$ cat config.mk
export PLATFORM = sky130hd
export DESIGN_NAME = ipi_cluster_sequencer
export DESIGN_NICKNAME = d
export VERILOG_FILES = /design/src/rtl/ipi_cluster_sequencer.sv
export SDC_FILE = /design/constraint.sdc
export NUM_CORES = 1
export LEC_CHECK = 0
export ABC_AREA = 1
export CORE_MARGIN = 3
export CORE_UTILIZATION = 50
export DETAILED_ROUTE_END_ITERATION = 7
export PLACE_DENSITY = 0.84
export SYNTH_ARGS = -nofsm -noshare
export SYNTH_HDL_FRONTEND = slang
export SYNTH_SLANG_ARGS = --single-unit
$ cat constraint.sdc
create_clock -name clk -period 4.72 [get_ports clk]
set_clock_uncertainty 0.05 [all_clocks]
set_input_delay 0.708 -clock clk [delete_from_list [all_inputs] [get_ports clk]]
set_output_delay 0.708 -clock clk [all_outputs]
set_load 0.005 [all_outputs]
$ cat src/rtl/ipi_cluster_sequencer.sv
module ipi_cluster_sequencer #(
  parameter int          NUM_CPUS  = 64,
  parameter int          VEC_W     = 8,
  parameter logic [11:0] CMD_INDEX = 12'h830
) (
  input  logic                clk,
  input  logic                rst_n,
  input  logic                start,
  input  logic [NUM_CPUS-1:0] dest_map,
  input  logic [31:0]         self_id,
  input  logic                excl_self,
  input  logic [VEC_W-1:0]    vector,
  input  logic                cmd_accept,
  output logic                cmd_valid,
  output logic [11:0]         cmd_index,
  output logic [31:0]         cmd_dest,
  output logic [VEC_W-1:0]    cmd_vector,
  output logic                busy,
  output logic                done
);
  localparam int NCL  = (NUM_CPUS + 15) / 16;
  localparam int PADW = NCL * 16;
  localparam int CW   = (NCL > 1) ? $clog2(NCL) : 1;

  logic [PADW-1:0]  pend, pend_next, req_map;
  logic [CW-1:0]    sel;
  logic             found;
  logic [VEC_W-1:0] vec_q;

  always_comb begin
    req_map = '0;
    req_map[NUM_CPUS-1:0] = dest_map;
    for (int i = 0; i < NUM_CPUS; i++)
      if (excl_self && self_id == 32'(i)) req_map[i] = 1'b0;
  end

  always_comb begin
    sel   = '0;
    found = 1'b0;
    for (int i = NCL - 1; i >= 0; i--)
      if (|pend[i*16 +: 16]) begin
        found = 1'b1;
        sel   = CW'(i);
      end
  end

  always_comb begin
    pend_next = pend;
    for (int i = 0; i < NCL; i++)
      if (CW'(i) == sel) pend_next[i*16 +: 16] = '0;
  end

  assign cmd_valid  = busy && found;
  assign cmd_index  = CMD_INDEX;
  assign cmd_dest   = {16'(sel), pend[sel*16 +: 16]};
  assign cmd_vector = vec_q;

  always_ff @(posedge clk) begin
    if (!rst_n) begin
      busy  <= 1'b0;
      done  <= 1'b0;
      pend  <= '0;
      vec_q <= '0;
    end else begin
      done <= 1'b0;
      if (busy) begin
        if (cmd_valid && cmd_accept) begin
          pend <= pend_next;
          if (pend_next == '0) begin
            busy <= 1'b0;
            done <= 1'b1;
          end
        end
      end else if (start) begin
        if (req_map != '0) begin
          busy  <= 1'b1;
          pend  <= req_map;
          vec_q <= vector;
        end else begin
          done <= 1'b1;
        end
      end
    end
  end

  AST_HOLD_UNTIL_ACCEPT: assert property (@(posedge clk) disable iff (!rst_n)
    cmd_valid && !cmd_accept |=> cmd_valid && $stable(cmd_dest) && $stable(cmd_vector));
  AST_MASK_NONEMPTY: assert property (@(posedge clk) disable iff (!rst_n)
    cmd_valid |-> cmd_dest[15:0] != 16'h0);
  AST_ASCENDING: assert property (@(posedge clk) disable iff (!rst_n)
    cmd_valid && cmd_accept |=> !cmd_valid || cmd_dest[31:16] > $past(cmd_dest[31:16]));
  AST_DONE_IDLE: assert property (@(posedge clk) disable iff (!rst_n)
    done |-> !busy && !cmd_valid);
  AST_START_IGNORED: assert property (@(posedge clk) disable iff (!rst_n)
    busy && start && !(cmd_valid && cmd_accept) |=> $stable(cmd_dest));
endmodule

# After elaboration in Yosys (flattened, before gate mapping)
# Cells that the tools add are included.
# totals
regBits	74
inputBits	109
output_inout_bits	55
wordCells	241
# op_classes
eq_ne	67
n_shift	1
n_mux	90
bitwise_logic	1
reduce_logical	78
# op_table
op	n
equality test 32 x 6 -> 1 bit, second input constant	32
equality test 32 x 5 -> 1 bit, second input constant	16
equality test 32 x 4 -> 1 bit, second input constant	8
2-to-1 mux 64 bit	4
equality test 32 x 3 -> 1 bit, second input constant	4
2-to-1 mux 1 bit	78
logical AND 1 bit	66
equality test 32 x 2 -> 1 bit, second input constant	2
zero test 64 bit	1
2-to-1 mux 16 bit	4
nonzero test 64 bit	1
OR reduction 16 bit	4
variable part select 64 x 7 -> 16 bit	1
equality test 32 x 1 -> 1 bit, second input constant	1
zero test 32 bit	1
2-to-1 mux 2 bit	4
AND reduction 3 bit	2
equality test 2 bit, first input constant	2
nonzero test 2 bit	2
equality test 1 x 2 -> 1 bit, first input constant	1
zero test 2 bit	1
!= test 2 x 1 -> 1 bit, second input constant	1
inverter 1 bit	1

# Depth between registers and ports, before layout
# Gate-level depths: netlist (run 1).
# logic_depth
word_depth	11
depth_mapped	19
mapped_depth_nobuf	17

# Least setup slack after synthesis (run 1)
# No wires, ideal clock.
# synth_timing
kind	input port to flip-flop
startpoint	in self_id[16]
endpoint	reg pend[0]
setup_ns	0.115
t_arrival_ns	2.591
setup_slack_ns	1.964
cell_stages	18
cell_sequence	nor2_1 nand2_1 nor2_4 nand3_4 buf_6 o21a_1 nor2_1 nand2_1 nor2_1 nand2_1 nor2_2 nand2_1 nand2_2 buf_8 buf_6 nand3_1 nand2_1 nor2_1
# synth_via
elab_chain_len	6
elab_cells_between_ends	198
classes_between	63 x eq/ne; 67 x mux; 68 x reduce/logical
# synth_rtl
item	line_no	text
start: declaration	10	input logic [31:0] self_id,
equality test 32 x 1 -> 1 bit (tied with other cells)	34	if (excl_self && self_id == 32'(i)) req_map[i] = 1'b0;
logical AND 1 bit	34	
2-to-1 mux 1 bit	34	
nonzero test 64 bit / 2-to-1 mux 64 bit (equally long branches)	75	if (req_map != '0) begin
nonzero test 2 bit (no line) / 2-to-1 mux 64 bit (equally long branches)	-	
AND reduction 3 bit (no line) / 2-to-1 mux 64 bit (equally long branches)	-	
end signal: assignment	68	pend <= pend_next;
end signal: assignment	77	pend <= req_map;
end: declaration	25	logic [PADW-1:0] pend, pend_next, req_map;
# Several ways; a longest one is shown, not always the timed one. The select of a mux whose other input is x is not followed.
# A chain may end at the register's enable or synchronous reset.

# Final worst setup path (run 1)
# layout_timing
startpoint	reg pend[42]
endpoint	out cmd_dest[0]
# layout_via
elab_chain_len	5
# layout_rtl
item	line_no	text
OR reduction 16 bit	41	if (|pend[i*16 +: 16]) begin
2-to-1 mux 2 bit (3 in series)	41	
variable part select 64 x 7 -> 16 bit	55	assign cmd_dest = {16'(sel), pend[sel*16 +: 16]};
end: declaration	16	output logic [31:0] cmd_dest,
# Every way passes these cells.

==> results of run 1 <==
## logic make-up after synthesis
family | Yosys count
AND/OR/NAND/NOR | 634
AO/OA/AOI/OAI | 153
buffers and inverters | 185
other | 2
flip-flops | 74
## through the flow
stage	util, %	total power, mW	std cells	area (um^2)
2_1_floorplan	-	1.12	1072	6080
3_3_place_gp	61.6	1.32	1273	7120
3_5_place_dp	61.6	1.33	1273	7120
4_1_cts	64.4	2.10	1289	7450
5_1_grt	64.4	2.20	1289	7450
6_report	64.4	2.11	1289	7450
## area by class of cell
| type | instances | area [um^2] | share of cell area [%] |
|---|---|---|---|
| clock inverters | 4 | 73.8 | 0.990 |
| flip-flops and latches | 74 | 1480 | 19.9 |
| inverters | 101 | 379 | 5.09 |
| repair buffers | 142 | 1420 | 19.0 |
| multi-input cells | 813 | 3670 | 49.2 |
| well taps | 143 | 179 | 2.40 |
| clock buffers | 12 | 256 | 3.44 |
## synth_stat cells (all sizes together)
library cell | number | area share [%]
nor2 | 261 | 17
o41ai | 2 | 0.29
a21oi | 44 | 3.7
dfxtp | 74 | 25
inv | 101 | 6.3
clkbuf | 26 | 1.6
o31ai | 16 | 2.0
nand4 | 13 | 1.4
nand3 | 102 | 9.1
conb | 2 | 0.13
a31oi | 6 | 0.63
o21ai | 48 | 4.0
o2111ai | 16 | 2.3
buf | 58 | 7.6
nor4 | 1 | 0.10
or2 | 2 | 0.21
nor3 | 10 | 0.84
nand2 | 245 | 16
o21a | 21 | 2.6
## routing by layer
layer | vias to the layer above | wire [um]
li1 | 3507 | -
met1 | 3080 | 8870
met2 | 429 | 9080
met3 | 55 | 2340
met4 | 0 | 822
met5 | - | 0
## placed cells by master, fill, tap and decap left out, drive strengths merged
| master | instances |
|---|---|
| nor2 | 261 |
| nand2 | 245 |
| clkdlybuf4s50 | 136 |
| nand3 | 102 |
| inv | 101 |
| dfxtp | 74 |
| o21ai | 48 |
| a21oi | 44 |
| conb | 26 |
| o21a | 21 |
| o2111ai | 16 |
| o31ai | 16 |
| nand4 | 13 |
| clkbuf | 12 |
| nor3 | 10 |
| a31oi | 6 |
| buf | 6 |
| or2 | 2 |
| o41ai | 2 |
| bufinv | 2 |
| clkinv | 2 |
| nor4 | 1 |
## where the power goes
| group | leakage (nW) | internal, mW | switching, mW |
|---|---|---|---|
| clock network | 0.163 | 0.492 | 0.283 |
| registers | 0.614 | 0.689 | 0.0551 |
| logic | 2.50 | 0.258 | 0.330 |
| total | 3.28 | 1.44 | 0.668 |
## worst paths after layout
kind	from	endpoint	slack, ps
worst max-delay path	pend[42]	cmd_dest[0]	500
worst min-delay path	cmd_vector[6]	cmd_vector[6]	430
worst max register to register	pend[11]	pend[61]	1800
worst min register to register	cmd_vector[6]	cmd_vector[6]	430
## critical path: stages, from the launching register on
cell                              delay [ps]
sky130_fd_sc_hd__dfxtp_1                 320
sky130_fd_sc_hd__inv_1                   170
sky130_fd_sc_hd__nand4_1                 160
sky130_fd_sc_hd__nor2_1                  140
sky130_fd_sc_hd__nand3_1                  80
sky130_fd_sc_hd__inv_1                   130
sky130_fd_sc_hd__nand2_1                 130
sky130_fd_sc_hd__a21oi_1                 320
sky130_fd_sc_hd__nand2_1                 350
sky130_fd_sc_hd__inv_1                   480
sky130_fd_sc_hd__nand2_1                 120
sky130_fd_sc_hd__o2111ai_1               140
sky130_fd_sc_hd__clkdlybuf4s50_1         570
## sequential cells by signal, indices dropped and copies added (netlist names)
name / count
cmd_vector: 8
pend: 64
busy: 1
done: 1
==> metrics, run 1 <==
result of the run finished clean; TritonCTS clock tree done; per-cell via count in the routed design 5.49; layout cell share with drive strength beyond 1 3.32%; area delta synth->final 24.4%; Final Hold Fails 0; cells after synthesis 1048; leakage power summed over all cells between 3 and 4 nW; post-cts hold buffer count 0; Synth Area in Adders 0%; setup slack at placement 725 ps; starting DRC count in detailed routing 952; post-CTS sizing 0; mean post-synth cell area 5.72 um^2; GRT Util Overall 31.2%; CP required 3960 ps; VDD IR max 0.191 mV; final clock period utilization by the worst path a little under 90%; number of buffers created by CTS 9; remaining global-route overflow 0; Sum Neg Setup Slack 0 ps; Vias 7071; final number of max-transition violations 0; simple-gate share of the synthesized area 44.0%; root buffer cell sky130_fd_sc_hd__clkbuf_16; number of distinct library cells after synthesis 30; Synth Area in XOR/XNOR 0%; number of design rule violations left after detail routing 0; total power density per cell area 283 mW/mm^2; final worst path period need 4220 ps; number of global-route vias before repair between 6k and 7k; count of fill cells added during filler insertion 1095; Post-Syn Area 0.00599 mm^2; floorplan die width 115 um; number of antenna violations at the first check in global routing 0; count of max-cap constraint violations 0; wire length of the first global-routing pass 32300 um; WP data arrival 3460 ps; number of register bits inferred by synthesis 74; y dimension of the die about 120 um; warnings from Yosys 0; area of the die 0.0133 mm^2; Placer Congestion 0.973; final setup margin 498 ps; share of the yosys chip area belonging to registers 24.7%; kind of launch point of the worst setup path flop; Tightest Pin Transition 929 ps; I/O pins 164; Port Buf Inserts between 100 and 150; crit path capture type output pin; H-Tree Depth 3; area fraction in compound gates after synthesis 15.6%; Clock Latency Late Sink 350 ps; HPWL Detailed 15600 um; worst hold path class flop to flop; final count of negative-setup-slack endpoints 0; GR met1 Demand/Resource 41.7%; worst reg2reg path depth 13; Clock Pin Slew Worst Setup and Hold Paths ~60 ps; number of clock sinks 74; dominant combinational cell family by area after synthesis simple AND/OR/NAND/NOR gates; crit path kind flop to output pin; TritonRoute pass-1 iters 7; share of synthesized area spent on multiplexers 0%; cell count of the worst hold path 2; largest net degree at the start of global routing 74; area of the core between 0.01 and 0.015 mm^2; f_max 0.237 GHz; highest fanout seen on the critical path 16; final-stage net count between 1k and 1.5k; met3 Use GR roughly 7%; maximum buffer depth of the clock tree 2; starting density of the core 51.8%; Top Usage Layer GRT met2; total wire length ~21000 um; RSZ-0062 raised after global routing false; Final Hold Slack around 430 ps; met2 global-route usage about half; n_diodes 0; post-CTS setup-driven buffer insertion count 0; Relative slew margins 38.0%; wire per inst 16.4 um; ANT nets after route 0; floorplan row count 39
No activity file was read; power rests on OpenSTA's default activity.
==> run 2, diff against run 1 <==
--- a/config.mk
+++ b/config.mk
@@ -9,6 +9,7 @@
 export CORE_MARGIN = 3
 export CORE_UTILIZATION = 50
 export DETAILED_ROUTE_END_ITERATION = 7
+export GPL_ROUTABILITY_DRIVEN = 1
 export PLACE_DENSITY = 0.84
 export SYNTH_ARGS = -nofsm -noshare
 export SYNTH_HDL_FRONTEND = slang
==> results of run 2 <==
No change in the layout: final DEF, timing and power equal those of run 1.
==> run 3, diff against run 2 <==
--- a/config.mk
+++ b/config.mk
@@ -10,6 +10,7 @@
 export CORE_UTILIZATION = 50
 export DETAILED_ROUTE_END_ITERATION = 7
 export GPL_ROUTABILITY_DRIVEN = 1
+export MAX_ROUTING_LAYER = met4
 export PLACE_DENSITY = 0.84
 export SYNTH_ARGS = -nofsm -noshare
 export SYNTH_HDL_FRONTEND = slang
==> metrics, run 3 (synthesized netlist as in run 1, its figures left out) <==
count of fill cells added during filler insertion 1109; H-Tree Depth 3; Clock Latency Late Sink ~350 ps; total wire length 21500 um; top register by number of flip-flops pend; RSZ-0062 raised after global routing false; starting DRC count in detailed routing 979; total power density per cell area around 280 mW/mm^2; most common library cell in the layout ignoring fill and taps sky130_fd_sc_hd__nor2_1; flip-flop count of the largest register after layout 64; I/O pins 164; Port Buf Inserts roughly 140; remaining global-route overflow 0; Final Hold Fails 0; area of the core roughly 0.012 mm^2; GRT Util Overall 32.3%; area of the die 0.0133 mm^2; VDD IR max 0.256 mV; crit path capture type output pin; root buffer cell sky130_fd_sc_hd__clkbuf_16; result of the run finished clean; layout cell share with drive strength beyond 1 3.40%; maximum buffer depth of the clock tree 2; Relative slew margins 36.5%; wire per inst 16.7 um; n_diodes 0; CP required slightly below 4000 ps; final number of max-transition violations 0; y dimension of the die 115 um; Final Hold Slack 429 ps; crit path kind flop to output pin; starting density of the core 51.8%; max incr delay on CP around 570 ps; Total Power Consumption roughly 2.1 mW; TritonCTS clock tree done; final worst path period need 4420 ps; TritonRoute pass-1 iters 5; final count of negative-setup-slack endpoints 0; Vias roughly 7.1k; number of design rule violations left after detail routing 0; largest net degree at the start of global routing 84; ANT nets after route 0; number of global-route vias before repair 6192; floorplan die width approximately 120 um; Clock Pin Slew Worst Setup and Hold Paths 60 ps; per-cell via count in the routed design 5.51; WP data arrival between 3000 and 4000 ps; Sum Neg Setup Slack 0 ps; cell type of the slowest stage on the worst timing path sky130_fd_sc_hd__clkdlybuf4s50_1; post-CTS sizing 0; most frequent cells in the layout 256 x sky130_fd_sc_hd__nor2_1, 243 x sky130_fd_sc_hd__nand2_1, 136 x sky130_fd_sc_hd__clkdlybuf4s50_1, 99 x sky130_fd_sc_hd__nand3_1, 97 x sky130_fd_sc_hd__inv_1; number of clock sinks 74; Placer Congestion around 1.0; worst hold path class flop to flop; count of max-cap constraint violations 0; critical path, cell by cell inv_1 > nand4_1 > nor2_1 > nand3_1 > inv_1 > nand2_1 > a21oi_1 > nand2_1 > inv_1 > nand2_1 > o2111ai_1 > clkdlybuf4s50_1; wire length of the first global-routing pass ~32000 um; HPWL Detailed between 15000 and 20000 um; number of buffers created by CTS 9; highest fanout seen on the critical path 16; kind of launch point of the worst setup path flop; final clock period utilization by the worst path 93.6%; area delta synth->final 24.2%; post-CTS setup-driven buffer insertion count 0; number of antenna violations at the first check in global routing 0; family of cells with the greatest summed delay on the critical path buffers and inverters; count of buffering cells on the critical path with inverters included 4; leakage power summed over all cells 3.28 nW; post-cts hold buffer count 0; floorplan row count 39; final-stage net count 1250; f_max approximately 0.23 GHz; Tightest Pin Transition between 900 and 1000 ps
==> run 3: changes by cell type in the layout (fill, tap and decap cells not counted), sizes merged <==
cell / change
clkinv: +1
bufinv: -1
==> run 3: stage by stage <==
stage | area, um^2 | cells | setup slack (ps) | util [%]
6_report | 7440 | 1289 | 303 | 64.3
5_1_grt | 7440 | 1289 | 53.4 | 64.3
4_1_cts | 7440 | 1289 | 413 | 64.3
3_5_place_dp | 7120 | 1273 | 755 | 61.6
3_3_place_gp | 7120 | 1273 | 761 | 61.6
2_1_floorplan | 6080 | 1072 | 1960 | -
==> run 3: area by class of cell <==
class,count,area (um^2),share of cell area (%)
multi-input cells,813,3670,49.3
flip-flops and latches,74,1480,19.9
repair buffers,142,1420,19.0
inverters,101,379,5.10
clock buffers,12,267,3.58
well taps,143,179,2.41
clock inverters,4,48.8,0.656
==> run 3: tightest hold or removal path, cell delays in order, from the launching register on <==
cell                      delay, ps
sky130_fd_sc_hd__dfxtp_1        320
sky130_fd_sc_hd__nor2_1          50
sky130_fd_sc_hd__nor2_1          80
==> run 3: final timing paths <==
path                 startpoint             to  slack [ps]  cells after the start
setup / recovery       pend[47]    cmd_dest[0]         300                     12
hold / removal    cmd_vector[4]  cmd_vector[4]         430                      2
setup reg to reg       pend[47]       pend[19]        1770                     12
hold reg to reg   cmd_vector[4]  cmd_vector[4]         430                      2
==> run 3: per-layer routing <==
layer	up-vias	share of wire (%)	wire length, um	track usage, %
met5	-	0	0	-
met2	475	43	9300	47.1
met4	0	3.5	755	13.2
met3	51	12	2570	7.36
met1	3073	41	8850	43.1
li1	3497	-	-	-
==> run 3: where the power goes <==
| group | total (mW) | internal [mW] | switching (mW) |
|---|---|---|---|
| clock | 0.734 | 0.452 | 0.282 |
| combinational | 0.593 | 0.258 | 0.335 |
| sequential | 0.743 | 0.689 | 0.0540 |
